**src/rtl/mag_pkg.sv**
```systemverilog
`timescale 1ns/1ps
package mag_pkg;
    localparam int NBANK = 2;

    typedef enum logic [1:0] {
        AM_HOLD = 2'd0,
        AM_INC  = 2'd1,
        AM_IDX  = 2'd2,
        AM_RSVD = 2'd3
    } amode_e;

    typedef enum logic [2:0] {
        RS_XP0 = 3'd0,
        RS_XP1 = 3'd1,
        RS_YP0 = 3'd2,
        RS_YP1 = 3'd3,
        RS_XIX = 3'd4,
        RS_YIX = 3'd5,
        RS_BND = 3'd6,
        RS_ENA = 3'd7
    } rsel_e;

    typedef struct packed {
        logic   req;
        amode_e mode;
        logic   sel;
    } xfer_t;

    function automatic logic mode_moves(amode_e m);
        return (m == AM_INC) || (m == AM_IDX);
    endfunction

    function automatic logic [2:0] ptr_code(int bank, int slot);
        return 3'(2 * bank + slot);
    endfunction

    function automatic logic [2:0] idx_code(int bank);
        return 3'(4 + bank);
    endfunction
endpackage

```
**src/rtl/mag_step.sv**
```systemverilog
`timescale 1ns/1ps
module mag_step
    import mag_pkg::*;
#(
    parameter int AW = 16
) (
    input  logic [AW-1:0] cur,
    input  logic [AW-1:0] idx,
    input  amode_e        mode,
    input  logic          mod_en,
    input  logic [AW-1:0] ms,
    input  logic [AW-1:0] me,
    output logic [AW-1:0] nxt,
    output logic          hit
);
    localparam logic [AW-1:0] STEP = AW'(2);

    logic [AW-1:0] inc;

    always_comb begin
        inc = (mode == AM_IDX) ? idx : STEP;
        hit = mod_en && mode_moves(mode) && (cur[AW-1:1] == me[AW-1:1]);
        if (!mode_moves(mode))
            nxt = cur;
        else if (hit)
            nxt = {ms[AW-1:1], cur[0]};
        else
            nxt = cur + inc;
    end
endmodule

```
**src/rtl/mag_cfg.sv**
```systemverilog
`timescale 1ns/1ps
module mag_cfg
    import mag_pkg::*;
#(
    parameter int AW = 16,
    parameter int NB = NBANK
) (
    input  logic          clk,
    input  logic          rst,
    input  logic          wr_bnd,
    input  logic          wr_ena,
    input  logic [2*AW-1:0] data,
    output logic [AW-1:0] ms,
    output logic [AW-1:0] me,
    output logic [NB-1:0] ena
);
    always_ff @(posedge clk) begin
        if (rst) begin
            ms  <= '0;
            me  <= '0;
            ena <= '0;
        end else begin
            if (wr_bnd) begin
                me <= data[2*AW-1:AW];
                ms <= data[AW-1:0];
            end
            if (wr_ena)
                ena <= data[NB-1:0];
        end
    end

    // bounds and enables come out of reset cleared
    assert_reset_clear_R1: assert property (@(posedge clk) disable iff (rst)
        $past(rst) |-> (ms == '0 && me == '0 && ena == '0));
endmodule

```
**src/rtl/mag_bank.sv**
```systemverilog
`timescale 1ns/1ps
module mag_bank
    import mag_pkg::*;
#(
    parameter int AW = 16
) (
    input  logic          clk,
    input  logic          rst,
    input  xfer_t         xf,
    input  logic          wr_p0,
    input  logic          wr_p1,
    input  logic          wr_idx,
    input  logic [AW-1:0] wr_val,
    input  logic          mod_en,
    input  logic [AW-1:0] ms,
    input  logic [AW-1:0] me,
    output logic [AW-1:0] addr,
    output logic [AW-1:0] nxt
);
    logic [AW-1:0] p0, p1, idx;
    logic          hit;
    logic          upd;
    logic          wr_tgt;
    logic          sel_q;

    assign addr   = xf.sel ? p1 : p0;
    assign upd    = xf.req && mode_moves(xf.mode);
    assign wr_tgt = xf.sel ? wr_p1 : wr_p0;

    mag_step #(.AW(AW)) u_step (
        .cur    (addr),
        .idx    (idx),
        .mode   (xf.mode),
        .mod_en (mod_en),
        .ms     (ms),
        .me     (me),
        .nxt    (nxt),
        .hit    (hit)
    );

    always_ff @(posedge clk) begin
        if (rst) begin
            p0    <= '0;
            p1    <= '0;
            idx   <= '0;
            sel_q <= 1'b0;
        end else begin
            if (wr_p0)
                p0 <= wr_val;
            else if (upd && !xf.sel)
                p0 <= nxt;
            if (wr_p1)
                p1 <= wr_val;
            else if (upd && xf.sel)
                p1 <= nxt;
            if (wr_idx)
                idx <= wr_val;
            sel_q <= xf.sel;
        end
    end

    // the chosen pointer holds the offered next value after the edge
    assert_commit_R4: assert property (@(posedge clk) disable iff (rst)
        (upd && !wr_tgt) |=> ((sel_q ? p1 : p0) == $past(nxt)));

    // a pre-update match on the end bound reloads the start bound
    assert_wrap_R5: assert property (@(posedge clk) disable iff (rst)
        (upd && !wr_tgt && mod_en && addr[AW-1:1] == me[AW-1:1])
        |=> ((sel_q ? p1 : p0) == {$past(ms[AW-1:1]), $past(addr[0])}));

    // hold modes leave both pointers untouched
    assert_hold_R6: assert property (@(posedge clk) disable iff (rst)
        (xf.req && !mode_moves(xf.mode) && !wr_p0 && !wr_p1)
        |=> ($stable(p0) && $stable(p1)));

    // with the bank disabled a +2 step never wraps
    assert_plain_step_R7: assert property (@(posedge clk) disable iff (rst)
        (upd && !mod_en && xf.mode == AM_INC) |-> (nxt == addr + AW'(2)));
endmodule

```
**src/rtl/modaddr_gen.sv**
```systemverilog
`timescale 1ns/1ps
module modaddr_gen
    import mag_pkg::*;
#(
    parameter int AW = 16
) (
    input  logic            clk,
    input  logic            rst,
    input  logic            x_req,
    input  logic [1:0]      x_mode,
    input  logic            x_sel,
    input  logic            y_req,
    input  logic [1:0]      y_mode,
    input  logic            y_sel,
    input  logic            wr_en,
    input  logic [2:0]      wr_sel,
    input  logic [2*AW-1:0] wr_data,
    output logic [AW-1:0]   x_addr,
    output logic [AW-1:0]   y_addr,
    output logic [AW-1:0]   x_next,
    output logic [AW-1:0]   y_next
);
    localparam int DW = 2 * AW;

    logic [AW-1:0] ms, me;
    logic [NBANK-1:0] ena;
    xfer_t         xf     [NBANK];
    logic [AW-1:0] addr_a [NBANK];
    logic [AW-1:0] next_a [NBANK];

    assign xf[0] = '{req: x_req, mode: amode_e'(x_mode), sel: x_sel};
    assign xf[1] = '{req: y_req, mode: amode_e'(y_mode), sel: y_sel};

    mag_cfg #(.AW(AW), .NB(NBANK)) u_cfg (
        .clk    (clk),
        .rst    (rst),
        .wr_bnd (wr_en && wr_sel == RS_BND),
        .wr_ena (wr_en && wr_sel == RS_ENA),
        .data   (wr_data[DW-1:0]),
        .ms     (ms),
        .me     (me),
        .ena    (ena)
    );

    for (genvar b = 0; b < NBANK; b++) begin : g_bank
        mag_bank #(.AW(AW)) u_bank (
            .clk    (clk),
            .rst    (rst),
            .xf     (xf[b]),
            .wr_p0  (wr_en && wr_sel == ptr_code(b, 0)),
            .wr_p1  (wr_en && wr_sel == ptr_code(b, 1)),
            .wr_idx (wr_en && wr_sel == idx_code(b)),
            .wr_val (wr_data[AW-1:0]),
            .mod_en (ena[b]),
            .ms     (ms),
            .me     (me),
            .addr   (addr_a[b]),
            .nxt    (next_a[b])
        );
    end

    assign x_addr = addr_a[0];
    assign y_addr = addr_a[1];
    assign x_next = next_a[0];
    assign y_next = next_a[1];
endmodule

```
**config.mk**
```make
export PLATFORM = sky130hd
export DESIGN_NAME = modaddr_gen
export DESIGN_NICKNAME = d
export VERILOG_FILES = /design/src/rtl/mag_pkg.sv /design/src/rtl/mag_step.sv /design/src/rtl/mag_cfg.sv /design/src/rtl/mag_bank.sv /design/src/rtl/modaddr_gen.sv
export SDC_FILE = /design/constraint.sdc
export NUM_CORES = 1
export LEC_CHECK = 0
export ABC_AREA = 1
export BUFFER_PORTS_ARGS = -buffer_cell sky130_fd_sc_hd__clkbuf_2
export CAP_MARGIN = 5
export CORE_UTILIZATION = 40
export DETAILED_ROUTE_END_ITERATION = 16
export PLACE_DENSITY = 0.65
export SYNTH_ARGS = -nofsm -noshare
export SYNTH_HDL_FRONTEND = slang
export SYNTH_SLANG_ARGS = --single-unit
```
**constraint.sdc**
```tcl
create_clock -name clk -period 2.2 [get_ports clk]
set_input_delay 0.22 -clock clk [delete_from_list [all_inputs] [get_ports clk]]
set_output_delay 0.22 -clock clk [all_outputs]
set_load 0.03 [all_outputs]
```
Yosys cells after proc, flatten, opt, wreduce, memory -nomap -nowiden
Cells that the tools add are included.

Flip-flop bits (word level): 130. Input port bits: 46. Output and inout port bits: 64. Word-level logic and storage cells: 67.

Add/sub/neg operators: 2. Equality and inequality tests: 13. Multiplexer cells: 16. Reductions and logical operators: 27.

Operators by type and width (count): $mux 16 (16); $add 16x16->16 (2); $eq 15x15->1 (2); $logic_and 1x1->1 (18); $eq 3x3->1 const B (4); $reduce_bool 2->1 (4); $eq 3x2->1 const B (2); $eq 2x1->1 const B (2); $eq 2x2->1 const B (2); $eq 3x1->1 const B (1); $logic_not 3->1 (1); $logic_not 1->1 (2); $logic_or 1x1->1 (2).

Logic depth before layout (Yosys ltp)
Gate-level depths: netlist of the first run.

Depth after elaboration: 8. Mapped depth: 21. Mapped depth without buffers: 19.

Modules after synthesis
Synthesis of the first run repeated with hierarchy kept, for this count alone.

Cell total of the unflattened synthesis: 1794. Area, all modules: 10238.6 um^2.

By module, submodules not included: mag_bank (instances 2, cells each 408, area an instance 2622.5 um^2, sequential area each 960.9 um^2); mag_step (instances 2, cells each 374, area an instance 1742.9 um^2, sequential area each 0.0 um^2); mag_cfg (instances 1, cells each 213, area an instance 1443.9 um^2, sequential area each 680.7 um^2); modaddr_gen (instances 1, cells each 17, area an instance 63.8 um^2, sequential area each 0.0 um^2).

Worst setup path after synthesis of the first run
Ideal clock, no wire load.

Path type: input-to-output. Start: in x_sel. End: out x_next[8]. Arrival time: 3.230 ns. Setup slack: -1.250 ns. Stages: 12. Path buffers: 2. Cell sequence: buf_6 -> buf_2 -> o21ai_0 -> ha_1 -> fa_1 -> nand2_1 -> a21oi_1 -> a21oi_1 -> xor2_1 -> nand2_1 -> nand2_1 -> a21boi_0.

RTL lines: start: declaration (line modaddr_gen.sv:11) `input logic x_sel,`; $mux 16 (line mag_bank.sv:26) `assign addr = xf.sel ? p1 : p0;`; via x_addr[0] (line modaddr_gen.sv:18) `output logic [AW-1:0] x_addr,`; $add 16x16->16 (line mag_step.sv:28) `nxt = cur + inc;`; $mux 16 (line mag_step.sv:25) `else if (hit)`; $mux 16 (line mag_step.sv:23) `if (!mode_moves(mode))`; end: declaration (line modaddr_gen.sv:20) `output logic [AW-1:0] x_next,`.

The timed path passes the listed nets, and every way through them passes these cells.

Worst setup path in the final report of the first run
Start: reg g_bank[0].u_bank.p0[0]. End: out x_next[10].

Longest elaborated chain between the ends: 4.

Ends and longest elaborated chain: start: declaration (line mag_bank.sv:20) `logic [AW-1:0] p0, p1, idx;`; start signal: assignment (line mag_bank.sv:49) `p0 <= wr_val;`; start signal: assignment (line mag_bank.sv:51) `p0 <= nxt;`; $mux 16 (line mag_bank.sv:26); $add 16x16->16 (line mag_step.sv:28); $mux 16 (line mag_step.sv:25); $mux 16 (line mag_step.sv:23).

Every way passes these cells.

==> impl_metrics.json, run 1 <==
{
  "status": "finished, violations left",
  "violations": "setup timing",
  "cts_buffers": 17,
  "cellLeakagePower_nw": 7.83,
  "pwr_density_cell_mw_per_mm2": 505,
  "crit_path_end_kind": "output port",
  "slew_viol_final": 0,
  "synth_cells": 1616,
  "final_area_sq_mm": 0.0163,
  "relSlewSlack": 0.422,
  "cp_common_cell": "nand2_2",
  "avgSynthCellArea_sq_um": 5.94,
  "syn2layout_area_growth_pct": 70.1,
  "ff_latch_area_sq_mm": 0.00263,
  "coreArea_sq_mm": 0.0235,
  "p_sw_frac": 0.339,
  "wl_per_cell_um": 19.4,
  "synth_top_area_cell": "dfxtp_1",
  "worst_pin_slew_ns": 0.863,
  "rows": 56,
  "synth_seq_cells": 128,
  "switching_power_mw": 2.80,
  "die-area_sq_mm": 0.0246,
  "insertion_delay_ns": 0.44,
  "grt_max_degree": 49,
  "clk_path_buf_depth": 2,
  "ir_drop_v": 0.000427,
  "die_width_um": 157,
  "skew_ns": 0.0167,
  "grt_pass1_wl_um": 64900,
  "via_per_inst": 5.44,
  "gr-total-overflow": 0,
  "syn_area_sq_mm": 0.00959,
  "drive_gt1_frac": 0.505,
  "final_util": 0.695,
  "synth.top_cell.area_share": 0.267,
  "rsz0062_at_grt": "true",
  "hold_path.class": "primary input to flip-flop",
  "cts-root-buf": "clkbuf_16",
  "criticalPathCategory": "flip-flop to output port",
  "crit_path_start_kind": "flip-flop",
  "clock.fmax_mhz": 359,
  "final_cell_mix": "nand2_1 (282), buf_4 (268), inv_1 (200)",
  "drtIter0Drc": 1120,
  "hpwlAfterDp_um": 30600,
  "antenna_found_initial": 0,
  "yosysUniqueCellTypes": 33,
  "max_cap_viol_count": 0,
  "antenna_cells": 0,
  "grt_pass1_vias": 11900,
  "port-buffer-count": 108,
  "combPwrFrac": 0.329,
  "yosys-top-cells-area": "dfxtp_1 (27%), nand2_1 (20%), inv_1 (10%)",
  "setup_violations": 53,
  "max_stage_delay_ns": 0.42,
  "post-route-min-period_ns": 2.79,
  "cp.arrival_ns": 2.57,
  "internal-power_mw": 5.44,
  "layout.nets": 2096,
  "path_max_fanout": 3,
  "numClockSinks": 128,
  "worstPathCellList": "inv_2, o21ai_4, ha_4, fa_2, nand2_4, nand2_2, nand3b_1, nand2_2, nand2_2, nand2_2, nand2_2, nand2_1, nand2_1, nand3_2, nand2_4, buf_8",
  "syn_nets": 1696,
  "post-route-drc-count": 0,
  "p_total_mw": 8.24,
  "hold_ws_ns": 0.0592,
  "die_h_um": 157,
  "initial_utilization": 0.409,
  "first_pass_iters": 8,
  "gp_congestion": 0.993,
  "p_clk_frac": 0.370,
  "ios": 110,
  "clkTransAtPathRegs_ns": 0.06,
  "fillCellCount": 1798,
  "cts_tree": "done",
  "ys_seq_area_frac": 0.267,
  "multiInputGateArea_sq_mm": 0.00788,
  "cp.required_ns": 1.98,
  "yosys_warnings": 0,
  "track_usage": 0.352,
  "ant_nets": 0,
  "crit_slowest_cell": "fa_2",
  "place_area_sq_mm": 0.0127,
  "via_count": 12800,
  "fin_crit_sh": 1.27,
  "setup_slack_ns": -0.587,
  "wirelength_um": 45400,
  "finalSetupTns_ns": -14.99,
  "final_common_cell": "nand2_1",
  "cts.htree.levels": 4,
  "seqPwrFrac": 0.301,
  "hold_viol": 0
}
[through the flow]
step,cells,worst slack [ns]
CTS,2323,-0.477
detailed placement,2235,-0.398
global placement,2235,-0.394
floorplan,1616,-0.0890
global route,2348,-0.683
finish,2348,-0.587
[power by group through the flow]
stage	Sequential, mW	Combinational, mW	Clock (mW)
final	2.48	2.71	3.05
after global routing	2.49	2.85	3.14
after CTS	2.48	2.39	3.01
after detailed placement	2.51	1.96	0
after global placement	2.51	1.94	0
after floorplan	2.50	1.15	0
[Yosys cell counts]
cell type and n:
clkinv_1 3, nand2_4 2, fa_1 2, o22ai_1 30, a21boi_0 6, nor2_2 2
xor2_1 8, nand2_1 500, buf_4 8, nor3_1 4, inv_2 2, nor2_8 1
a21oi_1 80, xnor2_1 8, inv_4 1, buf_2 5, dfxtp_1 128, buf_6 6
buf_8 1, ha_1 32, nor2_1 139, inv_1 257, clkbuf_1 45, nand4_1 4
nor2_4 3, buf_1 2, a21oi_2 2, o21ai_0 36, nand3_1 178, nand3b_1 19
a211oi_1 64, nand2_2 26, and2_1 12
[sequential cells by signal, indices dropped and copies added, names as in the netlist]
register and count:
u_cfg.ena 2, u_cfg.me 15, g_bank.u_bank.p0 32, u_cfg.ms 15
g_bank.u_bank.p1 32, g_bank.u_bank.idx 32
[final cells by class]
cell class	instances	share of cell area
Inverter	263	0.0637
Sequential cell	128	0.161
Multi-Input combinational cell	1160	0.483
Timing Repair Buffer	446	0.230
Tap cell	319	0.0245
Clock buffer	21	0.0288
Clock inverter	11	0.00836
[layer usage]
| metal | vias up | global-route usage | wire length (um) |
|---|---|---|---|
| met3 | 217 | 0.0606 | 3910 |
| met2 | 749 | 0.548 | 20000 |
| met5 | - | 0 | 0 |
| met1 | 5875 | 0.452 | 18300 |
| li1 | 5942 | - | - |
| met4 | 0 | 0.214 | 3250 |
[what timing repair did]
item | in CTS | in global routing
gates cloned | 3 | 0
buffers inserted | 56 | 29
resized for setup | 441 | 252
endpoints found under the setup margin | 58 | 75
pin swaps | 155 | 157
hold buffers | 0 | 0
[kinds of logic (layout without fill, tap and decap cells)]
kind of cell | after synthesis | count (layout) | synth area share
flops | 128 | 128 | 0.267
xor+xnor | 16 | 16 | 0.0146
fa+ha+maj | 34 | 34 | 0.0459
simple gates | 890 | 892 | 0.397
compound gates | 218 | 218 | 0.137
buf+inv | 330 | 741 | 0.139
[critical path: cells and delay by family (launching register included)]
kind / cells / cell delay (ns)
buffers and inverters: 2 / 0.20
adder cells (fa/ha/maj): 2 / 0.59
flip-flops: 1 / 0.32
AO/OA/AOI/OAI: 1 / 0.09
AND/OR/NAND/NOR: 11 / 0.94
[final timing paths]
kind	startpoint	end	slack (ns)	depth (start not counted)
worst min-delay path	wr_data[19]	u_cfg.me[3]	0.06	3
worst max-delay path	g_bank[0].u_bank.p0[0]	x_next[10]	-0.59	16
worst max register to register	g_bank[0].u_bank.p0[0]	g_bank[0].u_bank.p1[10]	-0.27	19
worst min register to register	u_cfg.ms[13]	u_cfg.ms[13]	0.49	2
(Power assumes the default switching activity.)
==> inputs of run 2 (changes only) <==
- CORE_ASPECT_RATIO: unset -> 1.75
- CORE_UTILIZATION: 40 -> 43
- PLACE_DENSITY: 0.65 -> 0.69
==> run 2 against run 1 <==
The flow still finishes with violations (setup timing). Sequential share of layout area decreased by 0.094 points. Critical path depth fell by 3. Sequential power about the same. Total power shrank 3.4%. Sequential cell count unchanged. Critical path type unchanged. Clock-buffer cell count decreased by 2. Design area about the same.
==> impl_metrics.json, run 2 (synthesis results as in run 1) <==
{
  "post-route-min-period_ns": 2.86,
  "combPwrFrac": 0.346,
  "crit_start": "g_bank[1].u_bank.p1[5]",
  "cp_common_cell": "nand2_4",
  "final_util": 0.742,
  "slew_viol_final": 0,
  "crit_path_start_kind": "flip-flop",
  "gp_congestion": 1.03,
  "ir_drop_v": 0.000499,
  "initial_utilization": 0.436,
  "cts_buffers": 17,
  "cts.htree.levels": 4,
  "die_h_um": 200,
  "path_max_fanout": 4,
  "layout.nets": 2108,
  "die_width_um": 115,
  "skew_ns": 0.0113,
  "hold_start": "wr_data[17]",
  "first_pass_iters": 5,
  "switching_power_mw": 2.81,
  "rows": 72,
  "grt_pass1_wl_um": 66000,
  "cellLeakagePower_nw": 7.84,
  "fillCellCount": 1603,
  "worst_pin_slew_ns": 0.812,
  "r2r_cells": 21,
  "crit_path_end_kind": "output port",
  "clock.fmax_mhz": 350,
  "via_count": 13200,
  "crit_slowest_cell": "ha_4",
  "relSlewSlack": 0.458,
  "final_cell_mix": "nand2_1 (304), buf_4 (290), inv_1 (205)",
  "drtIter0Drc": 1106,
  "coreArea_sq_mm": 0.0220,
  "grt_pass1_vias": 12900,
  "fin_crit_sh": 1.30,
  "hpwlAfterDp_um": 31600,
  "max_cap_viol_count": 0,
  "rsz0062_at_grt": "true",
  "seqPwrFrac": 0.312,
  "hold_viol": 0,
  "drive_gt1_frac": 0.491,
  "min_path_cells": 3,
  "wirelength_um": 46900,
  "cts-root-buf": "clkbuf_16",
  "port-buffer-count": 108,
  "worstReg2RegStart": "g_bank[0].u_bank.p0[4]",
  "antenna_found_initial": 0,
  "p_sw_frac": 0.354,
  "pwr_density_cell_mw_per_mm2": 488,
  "crit_buf_inv": 3,
  "regToRegSetupSlack_ns": -0.19,
  "wl_per_cell_um": 20.1,
  "numClockSinks": 128,
  "gr-total-overflow": 0,
  "setup_slack_ns": -0.660,
  "via_per_inst": 5.63,
  "p_clk_frac": 0.342,
  "status": "finished, violations left",
  "hold_path_end": "u_cfg.me[1]",
  "final_area_sq_mm": 0.0163,
  "place_area_sq_mm": 0.0128,
  "reg_top3": "g_bank.u_bank.idx (32), g_bank.u_bank.p0 (32), g_bank.u_bank.p1 (32)",
  "cts_tree": "done",
  "post-route-drc-count": 0,
  "track_usage": 0.383,
  "ios": 110,
  "die-area_sq_mm": 0.0229,
  "insertion_delay_ns": 0.44,
  "cp.arrival_ns": 2.64,
  "violations": "setup timing",
  "ant_nets": 0,
  "internal-power_mw": 5.15,
  "hold_path.class": "primary input to flip-flop",
  "crit_family": "simple AND/OR/NAND/NOR gates",
  "syn2layout_area_growth_pct": 70.0,
  "worstPathCellList": "inv_2, nand2_4, nand2_4, clkinvlp_4, ha_4, nand2_4, nand3b_1, nand2_2, xor2_1, nand2_1, nand3_4, and2_4, buf_8",
  "grt_max_degree": 82,
  "p_total_mw": 7.96,
  "clk_path_buf_depth": 2,
  "r2r_end": "g_bank[0].u_bank.p1[13]",
  "clkTransAtPathRegs_ns": 0.06,
  "criticalPathCategory": "flip-flop to output port",
  "antenna_cells": 0,
  "cp.required_ns": 1.98,
  "max_stage_delay_ns": 0.35,
  "setup_violations": 61,
  "final_common_cell": "nand2_1"
}
## run 2: changes by cell type in the layout (fill, tap and decap cells not counted), sizes merged
cell	previous run	this run
buf	367	379
bufinv	3	1
clkbuf	100	98
clkinv	10	8
clkinvlp	2	7
inv	259	260
## run 2: layer usage
metal	track usage	vias to the layer above	share of wire
met5	0	-	0
met4	0.427	0	0.12
met3	0.0758	355	0.072
met2	0.658	759	0.48
met1	0.357	6081	0.33
li1	-	5964	-
## run 2: layout make-up
class	instances	area (sq um)	area share
clock inverter	13	116	0.00713
multi-input combinational	1160	7910	0.485
sequential	128	2610	0.160
inverter	263	1040	0.0638
clock buffer	19	433	0.0265
tap	296	370	0.0227
timing repair buffer	458	3820	0.235
## run 2: worst max path at each step
stage | endpoint | slack (ns) | depth (start not counted)
3_3_place_gp | y_next[8] | -0.55 | 16
5_1_grt | y_next[6] | -0.74 | 14
2_1_floorplan | x_next[6] | -0.09 | 16
3_5_place_dp | y_next[8] | -0.55 | 16
4_1_cts | x_next[8] | -0.49 | 12
6_report | y_next[6] | -0.66 | 13
## run 2: worst register-to-register path: cells and delay by family (launching register included)
kind / cells / cell delay (ns)
adder cells (fa/ha/maj): 1 / 0.30
flip-flops: 1 / 0.33
buffers and inverters: 5 / 0.54
AO/OA/AOI/OAI: 1 / 0.06
AND/OR/NAND/NOR: 14 / 1.05
## run 2: through the flow
stage / setup TNS (ns) / setup WS (ns) / hold WS (ns) / cells
6_report: -15.57 / -0.660 / 0.0495 / 2337
5_1_grt: -20.57 / -0.738 / 0.0553 / 2337
4_1_cts: -11.08 / -0.490 / 0.0522 / 2317
3_5_place_dp: -24.79 / -0.550 / 0.485 / 2233
3_3_place_gp: -22.37 / -0.552 / 0.478 / 2233
2_1_floorplan: -0.600 / -0.0890 / 0.396 / 1616
## run 2: timing repair
| action | 4_1_cts | 5_1_grt |
|---|---|---|
| setup buffers | 50 | 28 |
| hold endpoints to repair | 0 | 0 |
| gates resized for setup | 402 | 247 |
| hold buffers | 0 | 0 |
| cloned | 3 | 0 |
| pin swaps | 118 | 122 |
| setup endpoints to repair | 67 | 70 |
## run 2: power by group through the flow
stage,sequential [mW],combinational [mW],clock (mW)
floorplan,2.50,1.15,0
global placement,2.51,1.96,0
global route,2.49,2.88,2.81
CTS,2.48,2.39,2.70
finish,2.48,2.75,2.72
detailed placement,2.51,1.98,0
